`src/rtl/link_rst_pkg.sv`:
```
package link_rst_pkg;

  typedef enum logic [2:0] {
    PS_RUN,
    PS_ENTER,
    PS_HELD,
    PS_MGAP,
    PS_MREQ
  } path_st_t;

  localparam int NUM_IN = 8;
  localparam int IX_TXREQ = 7;
  localparam int IX_RXREQ = 6;
  localparam int IX_TXPMA = 5;
  localparam int IX_TXDP  = 4;
  localparam int IX_RXPMA = 3;
  localparam int IX_RXDP  = 2;
  localparam int IX_DSK   = 1;
  localparam int IX_MACK  = 0;

endpackage

```
`src/rtl/link_rst_sync.sv`:
```
module link_rst_sync #(
  parameter int W      = 8,
  parameter int STAGES = 2
) (
  input  logic         clk,
  input  logic         rst,
  input  logic [W-1:0] d,
  output logic [W-1:0] q
);

  logic [W-1:0] pipe [STAGES];

  always_ff @(posedge clk) begin
    if (rst) begin
      for (int i = 0; i < STAGES; i++) pipe[i] <= '0;
    end else begin
      pipe[0] <= d;
      for (int i = 1; i < STAGES; i++) pipe[i] <= pipe[i-1];
    end
  end

  assign q = pipe[STAGES-1];

endmodule

```
`src/rtl/link_rst_tx.sv`:
```
module link_rst_tx
  import link_rst_pkg::*;
#(
  parameter bit FEC_EN      = 1'b1,
  parameter int MRK_TIMEOUT = 64
) (
  input  logic clk,
  input  logic rst,
  input  logic req_s,
  input  logic pma_s,
  input  logic dp_s,
  input  logic mack_s,
  output logic in_rst,
  output logic mrk_req,
  output logic rdy,
  output logic hs_err,
  output logic tmo_err
);

  localparam int TW = $clog2(MRK_TIMEOUT + 1);
  localparam logic [TW-1:0] TMO_LAST = TW'(MRK_TIMEOUT - 1);
  localparam path_st_t AFTER_REL = FEC_EN ? PS_MGAP : PS_RUN;

  path_st_t st;
  logic mrk_ok;
  logic [TW-1:0] tmo_cnt;
  logic holding;
  logic ready_ok;

  always_comb begin
    holding  = (st == PS_ENTER) || (st == PS_HELD);
    ready_ok = pma_s && dp_s && (!FEC_EN || mrk_ok);
  end

  always_ff @(posedge clk) begin
    if (rst) begin
      st      <= AFTER_REL;
      in_rst  <= 1'b0;
      mrk_req <= 1'b0;
      rdy     <= 1'b0;
      hs_err  <= 1'b0;
      tmo_err <= 1'b0;
      mrk_ok  <= 1'b0;
      tmo_cnt <= '0;
    end else begin
      rdy <= 1'b0;
      if (req_s && !holding) begin
        st      <= PS_ENTER;
        mrk_req <= 1'b0;
        mrk_ok  <= 1'b0;
        hs_err  <= 1'b0;
        tmo_err <= 1'b0;
      end else begin
        case (st)
          PS_RUN: rdy <= ready_ok;
          PS_ENTER: begin
            if (!req_s) begin
              hs_err <= 1'b1;
              st     <= AFTER_REL;
            end else if (!pma_s && !dp_s) begin
              in_rst <= 1'b1;
              st     <= PS_HELD;
            end
          end
          PS_HELD: begin
            if (!req_s) begin
              in_rst <= 1'b0;
              st     <= AFTER_REL;
            end
          end
          PS_MGAP: begin
            if (!mack_s) begin
              mrk_req <= 1'b1;
              tmo_cnt <= '0;
              st      <= PS_MREQ;
            end
          end
          PS_MREQ: begin
            if (mack_s) begin
              mrk_req <= 1'b0;
              mrk_ok  <= 1'b1;
              st      <= PS_RUN;
            end else if (tmo_cnt == TMO_LAST) begin
              tmo_err <= 1'b1;
            end else begin
              tmo_cnt <= tmo_cnt + 1'b1;
            end
          end
          default: st <= PS_RUN;
        endcase
      end
    end
  end

  p_ack_rise_r1: assert property (@(posedge clk) disable iff (rst)
    $rose(in_rst) |-> $past(req_s) && !$past(pma_s) && !$past(dp_s));
  p_ack_hold_r1: assert property (@(posedge clk) disable iff (rst)
    in_rst && req_s |=> in_rst);
  p_ack_fall_r1: assert property (@(posedge clk) disable iff (rst)
    $fell(in_rst) |-> !$past(req_s));
  p_err_sticky_r3: assert property (@(posedge clk) disable iff (rst)
    hs_err && !req_s |=> hs_err);
  p_mrk_clear_r4: assert property (@(posedge clk) disable iff (rst)
    mrk_req && mack_s |=> !mrk_req);
  p_mrk_gap_r5: assert property (@(posedge clk) disable iff (rst)
    $rose(mrk_req) |-> !$past(mack_s));
  p_rdy_done_r6: assert property (@(posedge clk) disable iff (rst)
    rdy |-> $past(pma_s) && $past(dp_s) && !in_rst);
  p_tmo_sticky_r8: assert property (@(posedge clk) disable iff (rst)
    tmo_err && !req_s |=> tmo_err);
  p_req_drop_rdy_r10: assert property (@(posedge clk) disable iff (rst)
    req_s |=> !rdy);

endmodule

```
`src/rtl/link_rst_rx.sv`:
```
module link_rst_rx
  import link_rst_pkg::*;
#(
  parameter bit DESKEW_EN = 1'b1
) (
  input  logic clk,
  input  logic rst,
  input  logic req_s,
  input  logic pma_s,
  input  logic dp_s,
  input  logic dsk_s,
  output logic in_rst,
  output logic rdy,
  output logic hs_err
);

  path_st_t st;
  logic holding;
  logic ready_ok;

  always_comb begin
    holding  = (st == PS_ENTER) || (st == PS_HELD);
    ready_ok = pma_s && dp_s && (!DESKEW_EN || dsk_s);
  end

  always_ff @(posedge clk) begin
    if (rst) begin
      st     <= PS_RUN;
      in_rst <= 1'b0;
      rdy    <= 1'b0;
      hs_err <= 1'b0;
    end else begin
      rdy <= 1'b0;
      if (req_s && !holding) begin
        st     <= PS_ENTER;
        hs_err <= 1'b0;
      end else begin
        case (st)
          PS_RUN: rdy <= ready_ok;
          PS_ENTER: begin
            if (!req_s) begin
              hs_err <= 1'b1;
              st     <= PS_RUN;
            end else if (!pma_s && !dp_s) begin
              in_rst <= 1'b1;
              st     <= PS_HELD;
            end
          end
          PS_HELD: begin
            if (!req_s) begin
              in_rst <= 1'b0;
              st     <= PS_RUN;
            end
          end
          default: st <= PS_RUN;
        endcase
      end
    end
  end

  p_ack_rise_r2: assert property (@(posedge clk) disable iff (rst)
    $rose(in_rst) |-> $past(req_s) && !$past(pma_s) && !$past(dp_s));
  p_ack_fall_r2: assert property (@(posedge clk) disable iff (rst)
    $fell(in_rst) |-> !$past(req_s));
  p_err_sticky_r3: assert property (@(posedge clk) disable iff (rst)
    hs_err && !req_s |=> hs_err);
  p_rdy_done_r7: assert property (@(posedge clk) disable iff (rst)
    rdy |-> $past(pma_s) && $past(dp_s) && ($past(dsk_s) || !DESKEW_EN));
  p_req_drop_rdy_r10: assert property (@(posedge clk) disable iff (rst)
    req_s |=> !rdy);

endmodule

```
`src/rtl/link_rst_seq.sv`:
```
module link_rst_seq
  import link_rst_pkg::*;
#(
  parameter bit FEC_EN      = 1'b1,
  parameter bit DESKEW_EN   = 1'b1,
  parameter int SYNC_STAGES = 2,
  parameter int MRK_TIMEOUT = 64
) (
  input  logic clk,
  input  logic rst,
  input  logic tx_rst_req,
  input  logic rx_rst_req,
  input  logic tx_pma_done,
  input  logic tx_dp_done,
  input  logic rx_pma_done,
  input  logic rx_dp_done,
  input  logic rx_deskew_done,
  input  logic mrk_ack,
  output logic tx_in_rst,
  output logic rx_in_rst,
  output logic mrk_req,
  output logic tx_rdy,
  output logic rx_rdy,
  output logic tx_hs_err,
  output logic rx_hs_err,
  output logic mrk_tmo_err
);

  logic [NUM_IN-1:0] raw_in;
  logic [NUM_IN-1:0] syn_in;

  always_comb begin
    raw_in           = '0;
    raw_in[IX_TXREQ] = tx_rst_req;
    raw_in[IX_RXREQ] = rx_rst_req;
    raw_in[IX_TXPMA] = tx_pma_done;
    raw_in[IX_TXDP]  = tx_dp_done;
    raw_in[IX_RXPMA] = rx_pma_done;
    raw_in[IX_RXDP]  = rx_dp_done;
    raw_in[IX_DSK]   = rx_deskew_done;
    raw_in[IX_MACK]  = mrk_ack;
  end

  link_rst_sync #(.W(NUM_IN), .STAGES(SYNC_STAGES)) u_sync (
    .clk (clk),
    .rst (rst),
    .d   (raw_in),
    .q   (syn_in)
  );

  link_rst_tx #(.FEC_EN(FEC_EN), .MRK_TIMEOUT(MRK_TIMEOUT)) u_tx (
    .clk     (clk),
    .rst     (rst),
    .req_s   (syn_in[IX_TXREQ]),
    .pma_s   (syn_in[IX_TXPMA]),
    .dp_s    (syn_in[IX_TXDP]),
    .mack_s  (syn_in[IX_MACK]),
    .in_rst  (tx_in_rst),
    .mrk_req (mrk_req),
    .rdy     (tx_rdy),
    .hs_err  (tx_hs_err),
    .tmo_err (mrk_tmo_err)
  );

  link_rst_rx #(.DESKEW_EN(DESKEW_EN)) u_rx (
    .clk    (clk),
    .rst    (rst),
    .req_s  (syn_in[IX_RXREQ]),
    .pma_s  (syn_in[IX_RXPMA]),
    .dp_s   (syn_in[IX_RXDP]),
    .dsk_s  (syn_in[IX_DSK]),
    .in_rst (rx_in_rst),
    .rdy    (rx_rdy),
    .hs_err (rx_hs_err)
  );

  p_rst_quiet_r9: assert property (@(posedge clk)
    $past(rst) |-> !tx_in_rst && !rx_in_rst && !tx_rdy && !rx_rdy && !tx_hs_err && !rx_hs_err);

endmodule

```
`config.mk`:
```
export PLATFORM = sky130hd
export DESIGN_NAME = link_rst_seq
export DESIGN_NICKNAME = d
export VERILOG_FILES = /design/src/rtl/link_rst_pkg.sv /design/src/rtl/link_rst_sync.sv /design/src/rtl/link_rst_tx.sv /design/src/rtl/link_rst_rx.sv /design/src/rtl/link_rst_seq.sv
export SDC_FILE = /design/constraint.sdc
export NUM_CORES = 1
export LEC_CHECK = 0
export BUFFER_PORTS_ARGS = -buffer_cell sky130_fd_sc_hd__buf_2
export CAP_MARGIN = 20
export CORE_MARGIN = 2
export CORE_UTILIZATION = 45
export DETAILED_ROUTE_END_ITERATION = 10
export GPL_TIMING_DRIVEN = 0
export SYNTH_ARGS = -nofsm -noshare
export SYNTH_HDL_FRONTEND = slang
export SYNTH_SLANG_ARGS = --single-unit
```
`constraint.sdc`:
```
create_clock -name clk -period 1.7 [get_ports clk]
set_input_delay 0.34 -clock clk [delete_from_list [all_inputs] [get_ports clk]]
set_output_delay 0.34 -clock clk [all_outputs]
set_load 0.005 [all_outputs]
```
==> results of run 1 <==
-- registers in the layout, summed over array words and instances (netlist names) --
| signal | cells |
|---|---|
| u_sync.pipe | 16 |
| u_tx.in_rst | 1 |
| u_tx.rdy | 1 |
| u_tx.tmo_cnt | 7 |
| u_rx.rdy | 1 |
| u_rx.in_rst | 1 |
| u_rx.st | 2 |
| u_tx.hs_err | 1 |
| u_rx.hs_err | 1 |
| u_tx.mrk_ok | 1 |
| u_tx.mrk_req | 1 |
| u_tx.tmo_err | 1 |
| u_tx.st | 3 |
-- layer usage --
metal  routed length [um]  vias up
met2                 1436       24
met4                   44        0
met1                 1328      584
met5                    0        -
li1                     -      633
met3                  116        6
-- power by group through the flow --
stage                     Sequential [mW]  Clock, mW  Combinational, mW
after floorplan                     0.990          0              0.248
after global placement              0.996          0              0.322
after detailed placement            0.999          0              0.330
after CTS                           0.979      0.801              0.334
after global routing                0.987      0.849              0.379
final                               0.979      0.780              0.338
-- path summary, 6_finish.rpt --
| kind | slack (ns) | end | start |
|---|---|---|---|
| max | 0.15 | u_tx.tmo_cnt[2]$_SDFFE_PP0P_ | u_tx.st[0]$_SDFFE_PP1P_ |
| min | 0.18 | u_sync.pipe[0][6]$_SDFF_PP0_ | rx_rst_req |
| max reg2reg | 0.15 | u_tx.tmo_cnt[2]$_SDFFE_PP0P_ | u_tx.st[0]$_SDFFE_PP1P_ |
| min reg2reg | 0.45 | u_sync.pipe[0][8]$_SDFF_PP0_ | u_sync.pipe[0][0]$_SDFF_PP0_ |
-- through the flow --
stage,setup WS (ns),power [mW],instances,hold slack (ns),util (%)
finish,0.1529,2.097,238,0.1811,54.91
global route,0.008541,2.215,238,0.1878,54.91
CTS,0.04721,2.114,235,0.1690,53.93
global placement,0.08259,1.319,227,0.4209,50.72
detailed placement,0.07942,1.329,227,0.4246,50.72
floorplan,0.2674,1.238,164,0.4116,-
-- what timing repair did --
action | in CTS | in global routing
buffers inserted | 0 | 3
endpoints found under the setup margin | 0 | 4
resized for setup | 0 | 2
-- kinds of logic (layout without fill, tap and decap cells) --
group / Yosys count / in the layout / synth area share (%)
DFF: 37 / 37 / 48.21
AOI/OAI and AO/OA: 36 / 36 / 15.80
buffers and inverters: 13 / 41 / 3.502
adders and majority gates: 5 / 5 / 4.072
xor gates and xnor gates: 1 / 1 / 0.5701
muxes: 2 / 2 / 1.303
and+or+nand+nor: 70 / 70 / 26.55
-- synthesized netlist by cell type --
| cell type | number | area [um^2] |
|---|---|---|
| sky130_fd_sc_hd__nor4b_1 | 3 | 26.28 |
| sky130_fd_sc_hd__nand4_1 | 5 | 31.28 |
| sky130_fd_sc_hd__o22ai_1 | 1 | 6.260 |
| sky130_fd_sc_hd__o221ai_1 | 1 | 8.760 |
| sky130_fd_sc_hd__nand2b_1 | 6 | 37.54 |
| sky130_fd_sc_hd__nor3b_4 | 1 | 18.77 |
| sky130_fd_sc_hd__a31oi_1 | 3 | 18.77 |
| sky130_fd_sc_hd__o311a_1 | 1 | 10.01 |
| sky130_fd_sc_hd__nand3_1 | 4 | 20.02 |
| sky130_fd_sc_hd__a211oi_1 | 1 | 7.510 |
| sky130_fd_sc_hd__o31a_1 | 1 | 8.760 |
| sky130_fd_sc_hd__inv_1 | 8 | 30.03 |
| sky130_fd_sc_hd__a21o_1 | 2 | 15.01 |
| sky130_fd_sc_hd__o21ai_0 | 3 | 15.01 |
| sky130_fd_sc_hd__buf_2 | 1 | 5.000 |
| sky130_fd_sc_hd__dfxtp_1 | 37 | 740.7 |
| sky130_fd_sc_hd__o21a_1 | 1 | 7.510 |
| sky130_fd_sc_hd__or2_2 | 1 | 6.260 |
| sky130_fd_sc_hd__o211ai_1 | 1 | 7.510 |
| sky130_fd_sc_hd__clkbuf_1 | 3 | 11.26 |
| sky130_fd_sc_hd__a2bb2oi_1 | 1 | 8.760 |
| sky130_fd_sc_hd__a2111oi_2 | 1 | 15.01 |
| sky130_fd_sc_hd__or4_1 | 2 | 15.01 |
| sky130_fd_sc_hd__ha_1 | 5 | 62.56 |
| sky130_fd_sc_hd__and3_1 | 1 | 6.260 |
| sky130_fd_sc_hd__and3b_2 | 1 | 10.01 |
| sky130_fd_sc_hd__nor4_1 | 2 | 12.51 |
| sky130_fd_sc_hd__nor2_1 | 13 | 48.80 |
| sky130_fd_sc_hd__xnor2_1 | 1 | 8.760 |
| sky130_fd_sc_hd__a21boi_1 | 2 | 15.01 |
| sky130_fd_sc_hd__buf_4 | 1 | 7.510 |
| sky130_fd_sc_hd__o21ai_2 | 1 | 8.760 |
| sky130_fd_sc_hd__mux2i_1 | 2 | 20.02 |
| sky130_fd_sc_hd__nor4b_2 | 1 | 15.01 |
| sky130_fd_sc_hd__nor2b_1 | 17 | 106.4 |
| sky130_fd_sc_hd__a21oi_1 | 12 | 60.06 |
| sky130_fd_sc_hd__o31ai_1 | 3 | 22.52 |
| sky130_fd_sc_hd__nor2_2 | 1 | 6.260 |
| sky130_fd_sc_hd__a22oi_1 | 1 | 7.510 |
| sky130_fd_sc_hd__nor3_1 | 2 | 10.01 |
| sky130_fd_sc_hd__nand2_1 | 10 | 37.54 |
-- worst max-delay path: cells and delay by family, from the launching register on --
kind,cells,cell delay (ns)
buffers and inverters,1,0.19
AO/OA/AOI/OAI,1,0.14
AND/OR/NAND/NOR,3,0.77
flip-flops,1,0.39
-- layout make-up --
type,instances,area (um^2)
plain buffers,5,23.77
inverters,8,30.03
flip-flops and latches,37,742.0
fillers,328,1493
well taps,46,57.56
multi-input cells,114,750.7
repair buffers,20,107.6
clock buffers,5,37.54
clock inverters,3,68.82
==> run summary, run 1 <==
The met2 track demand over resource came out at 27.96%. The die area is 0.003898 mm^2. In this run the worst hold path is classified as in -> reg. The initial utilization of the core area, before any placement, comes to 46.41%.

The congestion estimate from routability-driven global placement came to 0.8147. The via count of the first global-routing pass came out at 1177. The library cell used most frequently in the layout, excluding fill and tap cells, is sky130_fd_sc_hd__dfxtp_1. The final antenna diode count came out at 0. The first global-routing pass estimated 5133 um of wire. The data required time at the worst endpoint came out at 2.00 ns. During I/O placement, the number of pins put on the boundary was 18.

The remaining number of nets flagged by the antenna check after routing is 0. For this design the static power due to leakage is 0.7054 nW. The share of total power dissipated in combinational logic is 16.1%.

The kind of launch point of the worst setup path is a flip-flop. The largest vdd supply drop is 0.0007061 V. The placeable core area came out at 0.003311 mm^2.

The cell-internal power came out at 1.539 mW. Setup repair after global routing left no endpoint under its margin. The cell row count is 21. The worst setup skew after layout is 0.003154 ns. The cell sitting at the root of the clock tree is a sky130_fd_sc_hd__clkbuf_4. The count of final hold-check violations came to 0. The standard cell area after detailed placement came out at 0.001679 mm^2. The post-route fraction of the period consumed by the critical path came out at 91.01%. The relative contribution of the clock network to total power came out at 37.2%. The clock tree from TritonCTS is built. The sequential share of power came out at 46.7%.

The final max-slew violation count came out at 0. The per-cell via count in the routed design came out at 5.239. The clock slew seen by the registers of the worst setup and hold paths is 0.12 ns. The cell depth of the worst min-delay path is 2. The critical path data arrival time came out at 1.84 ns. The first-pass detailed-route iteration total is 4. The worst setup path is captured at a flip-flop.

The H-tree depth came out at 2. The hold buffer count at CTS is 0. The number of standard cells after synthesis is 164. After routing the design area is 0.001818 mm^2. In this run, CTS created clock tree buffers numbering 5. The top cell types in the final layout, fill and taps aside, are sky130_fd_sc_hd__dfxtp_1 (36), sky130_fd_sc_hd__buf_2 (18), sky130_fd_sc_hd__nor2b_1 (17). The pin count of the biggest net entering global routing is 14. For this run, the number of Yosys warnings is 0. The port buffer count came out at 17. Net switching is 26.58% of the power. Counting I/O delays and the setup requirement, the final critical path takes 1.547 ns. The synthesized area per cell is 9.369 um^2. The overall track demand over capacity in global routing came out at 16.53%. The setup path with the least slack is of type reg -> reg. The share of post-route cells with drive strength above 1 is 19.79%. The tool flagged a number of max-cap violations equal to 0. Yosys mapped the design onto 41 distinct sky130hd cell types. The number of nets in the synthesized netlist is 179. The maximum clock insertion buffer count is 2. The run finished with clean final reports. The number of antenna violations at the first check in global routing came to 0. Sequential elements use 48.21% of the synthesized area. The synthesized area is 0.001536 mm^2. The HPWL after detailed placement is 2058 um. The worst-margin pin slew came out at 0.5981 ns. Among all stages on the critical path, the largest delay is contributed by sky130_fd_sc_hd__or4_1. Global routing used 19.29% of the available met1 tracks. The depth of the most critical reg-to-reg path came out at 5. The per-cell routed wire length came out at 12.29 um. The delay of the slowest critical-path stage is 0.48 ns. The remaining design rule violation count came out at 0. From bottom edge to top edge, the die measures 62.43 um. After detailed routing, the total wire length is 2925 um. In this run the worst path has a maximum fanout of 10. The remaining global-route overflow came out at 0. The flop and latch count out of synthesis came out at 37. The signal on the critical path passes through buf_4 > and3b_2 > nor2_2 > or4_1 > a21boi_1. The area growth from synthesis to layout is 18.32%. The number of nets in the final layout came out at 206. The number of clock sinks is 37.

The peak clock frequency supported by timing is 0.6464 GHz. In the global route stage, met3 resource usage came out at 4.324%. Setup violations remaining at the end of the flow were counted as 0. The final route contains 1247 vias. The insertion delay to the later sink of the worst-skew pair is 0.35 ns. The relative max-transition margin is 60.12%. The switching component of the power came out at 0.5574 mW. The sum of negative setup slack came out at 0 ns. The first routing iteration left 102 violations. For this design the ratio of total power to cell area is 1153 mW/mm^2.

The global routing stage identified its most utilized layer as met2. The die outline width came out at 62.43 um.
No activity file was read; power rests on OpenSTA's default activity.
==> run 2, diff against run 1 <==
Settings changed: PLACE_DENSITY from default to 0.67.
Clock period 1.7 ns to 1.4 ns, I/O delays scaled along.
==> run summary, run 2 (same netlist as run 1, synthesis figures left out) <==
The pin count of the biggest net entering global routing is 14 (unchanged). The sequential cell area in the final layout was 757.0 um^2 (+2.0%). The overall track demand over capacity in global routing is 17.15% (+0.63 points). The cell depth of the worst min-delay path is 2 (unchanged). The cell row count is 21 (unchanged). The reported leakage power came out at 0.7657 nW (+8.5%).

The area used by multi-input combinational logic is 808.3 um^2 (+7.7%). The largest vdd supply drop is 0.0006153 V (-13%). The remaining number of nets flagged by the antenna check after routing came out at 0 (unchanged). The die area is 0.003898 mm^2 (unchanged).

The remaining global-route overflow is 0 (unchanged). The minimum hold slack is 0.1418 ns (-0.03925 ns). The clock slew seen by the registers of the worst setup and hold paths came out at 0.12 ns (about the same). The number of nets in the final layout is 218 (+5.8%). The port buffer count is 17 (unchanged). The vias after detailed routing is 1281 (+2.7%). The routability-driven placement congestion ratio is 0.8527 (+4.7%). The number of violations reported at the end of detailed-routing iteration 0 is 35 (-66%). The number of cells on the critical path came out at 5 (unchanged).

The initial core utilization came out at 46.41% (unchanged). The worst setup skew after layout came out at 0.01132 ns (+0.008162 ns). The cell family with the largest share of critical-path delay is simple AND/OR/NAND/NOR gates.

The number of flip-flops under the largest register name is 16 (unchanged). The standard cell area after detailed placement was 0.001688 mm^2 (+0.52%). The per-cell routed wire length came out at 12.27 um (-0.18%).

The number of non-filler instances in the completed layout is 250 (+5.0%). STA classifies the critical path startpoint as a flip-flop. The CTS buffer count came out at 5 (unchanged). The wire length after detailed routing is 3067 um (+4.9%). STA classifies the critical path endpoint as a flip-flop. The wire length of the first global-routing pass came out at 5437 um (+5.9%). The most common library cell in the layout ignoring fill and taps is sky130_fd_sc_hd__dfxtp_1. The count of final hold-check violations came out at 0 (unchanged). The remaining design rule violation count came out at 0 (unchanged).

The power per cell area is 1263 mW/mm^2 (+9.5%). The final max-slew violation count came out at 0 (unchanged). Relative to the synthesized area, the layout overhead comes to 28.34%. The maximum clock insertion buffer count is 2 (unchanged). u_sync.pipe holds more flip-flops than any other register.

The worst-margin pin slew came out at 0.4484 ns (-0.1497 ns). The worst setup slack before clock tree synthesis is -0.1721 ns (-0.2515 ns). The die outline width was 62.43 um (unchanged). The post-route fraction of the period consumed by the critical path came out at 103.0% (+12 points).

The post-DP HPWL is 1962 um (-4.6%). Setup repair after global routing could not meet its margin everywhere. The run finished, with violations left. In this run the worst hold path is classified as in -> reg.

The largest fanout on the critical path came out at 6 (-4). In the final layout, the registers with the most flip-flops are u_sync.pipe x16, u_tx.tmo_cnt x7, u_tx.st x3. The delay of the slowest critical-path stage came to 0.40 ns (-0.08 ns). The share of post-route cells with drive strength above 1 is 33.82% (+14 points). The depth of the most critical reg-to-reg path is 5 (unchanged). The reported max-cap violation count is 0 (unchanged).

The placeable core area came out at 0.003311 mm^2 (unchanged). The summed area of non-filler cells in the final layout is 0.001972 mm^2 (+8.5%). The H-tree depth came out at 2 (unchanged).

The peak clock frequency supported by timing came to 0.6937 GHz (+7.3%). Among all stages on the critical path, the largest delay is contributed by sky130_fd_sc_hd__or4_1. The number of antenna violations at the first check in global routing is 0 (unchanged).

The checks that failed: setup timing. The relative max-transition margin came out at 70.11% (+10 points). The count of boundary I/O pins came out at 18 (unchanged). The clock tree from TritonCTS is built. In the layout the commonest cells are sky130_fd_sc_hd__dfxtp_1 (26), sky130_fd_sc_hd__nor2b_1 (17), sky130_fd_sc_hd__buf_2 (17).

The time the final worst path needs with I/O delays and setup came out at 1.442 ns (-0.1055 ns). The hold buffer count at CTS was 0 (unchanged). The number of placed cells counting well taps came out at 227 (unchanged). The per-cell via count in the routed design came out at 5.124 (-2.2%).

Traced cell by cell, the critical path runs through nor3b_4 > buf_6 > nor2_4 > or4_1 > a21boi_1. The first-pass detailed-route iteration total is 6 (+2). The tree is rooted in a sky130_fd_sc_hd__clkbuf_4. The buffering stage count on the worst path with inverters included is 1 (unchanged). The critical path in this run is classified as reg -> reg. The number of failing setup endpoints in the final timing report came out at 5 (+5).

The count of filler cells inserted in the layout came to 287 (-13%). The via count of the first global-routing pass came out at 1263 (+7.3%). The insertion delay to the later sink of the worst-skew pair came to 0.34 ns (about the same). The critical path data arrival time is 1.71 ns (-0.13 ns). The final core utilization came out at 59.56% (+4.6 points). The worst-case setup margin in the final layout was -0.04161 ns (-0.1945 ns). The final antenna diode count is 0 (unchanged).

The number of clock sinks came to 37 (unchanged). The height of the chip was 62.43 um (unchanged). The data required time at the worst endpoint came out at 1.66 ns (-0.34 ns).
==> run 2: changes by cell type in the layout (fill, tap and decap cells not counted), sizes merged <==
cell	change
buf	+13
bufinv	-1
clkbuf	-1
clkinv	+1
clkinvlp	+1
inv	-1
==> run 2: timing repair <==
action	in CTS	in global routing
buffers inserted	14	2
resized for setup	16	7
pin swaps	9	4
endpoints found under the setup margin	9	11
==> run 2: final timing paths <==
path / from / endpoint / slack, ns
worst max register to register: u_tx.st[2]$_SDFFE_PP0P_ / u_tx.tmo_cnt[3]$_SDFFE_PP0P_ / -0.04
worst min-delay path: rx_rst_req / u_sync.pipe[0][6]$_SDFF_PP0_ / 0.14
worst min register to register: u_sync.pipe[0][4]$_SDFF_PP0_ / u_sync.pipe[0][12]$_SDFF_PP0_ / 0.45
worst max-delay path: u_tx.st[2]$_SDFFE_PP0P_ / u_tx.tmo_cnt[3]$_SDFFE_PP0P_ / -0.04
==> run 2: where the power goes <==
group | total (mW) | switching, mW | internal (mW)
clock network | 0.748 | 0.370 | 0.378
logic | 0.545 | 0.282 | 0.263
registers | 1.20 | 0.0626 | 1.13
==> run 2: routing by layer <==
| metal | vias to the layer above | wire [um] | track usage [%] | share of wire [%] |
|---|---|---|---|---|
| li1 | 663 | - | - | - |
| met3 | 4 | 121 | 4.144 | 3.9 |
| met2 | 27 | 1538 | 28.90 | 50 |
| met1 | 587 | 1381 | 20.80 | 45 |
| met4 | 0 | 25 | 7.500 | 0.82 |
| met5 | - | 0 | 0 | 0 |
==> run 2: per-stage QoR <==
stage	total power, mW	setup TNS [ns]
finish	2.490	-0.1068
global route	2.631	-0.7392
CTS	2.487	-0.03514
detailed placement	1.620	-0.8131
global placement	1.603	-0.5614
floorplan	1.511	0
==> run 2: layout make-up <==
| type | instances | share of cell area (%) |
|---|---|---|
| clock inverter | 3 | 2.348 |
| timing repair buffer | 33 | 10.60 |
| clock buffer | 5 | 1.904 |
| sequential | 37 | 38.39 |
| inverter | 8 | 1.523 |
| buffer | 4 | 1.332 |
| multi-input combinational | 114 | 40.99 |
| tap | 46 | 2.919 |
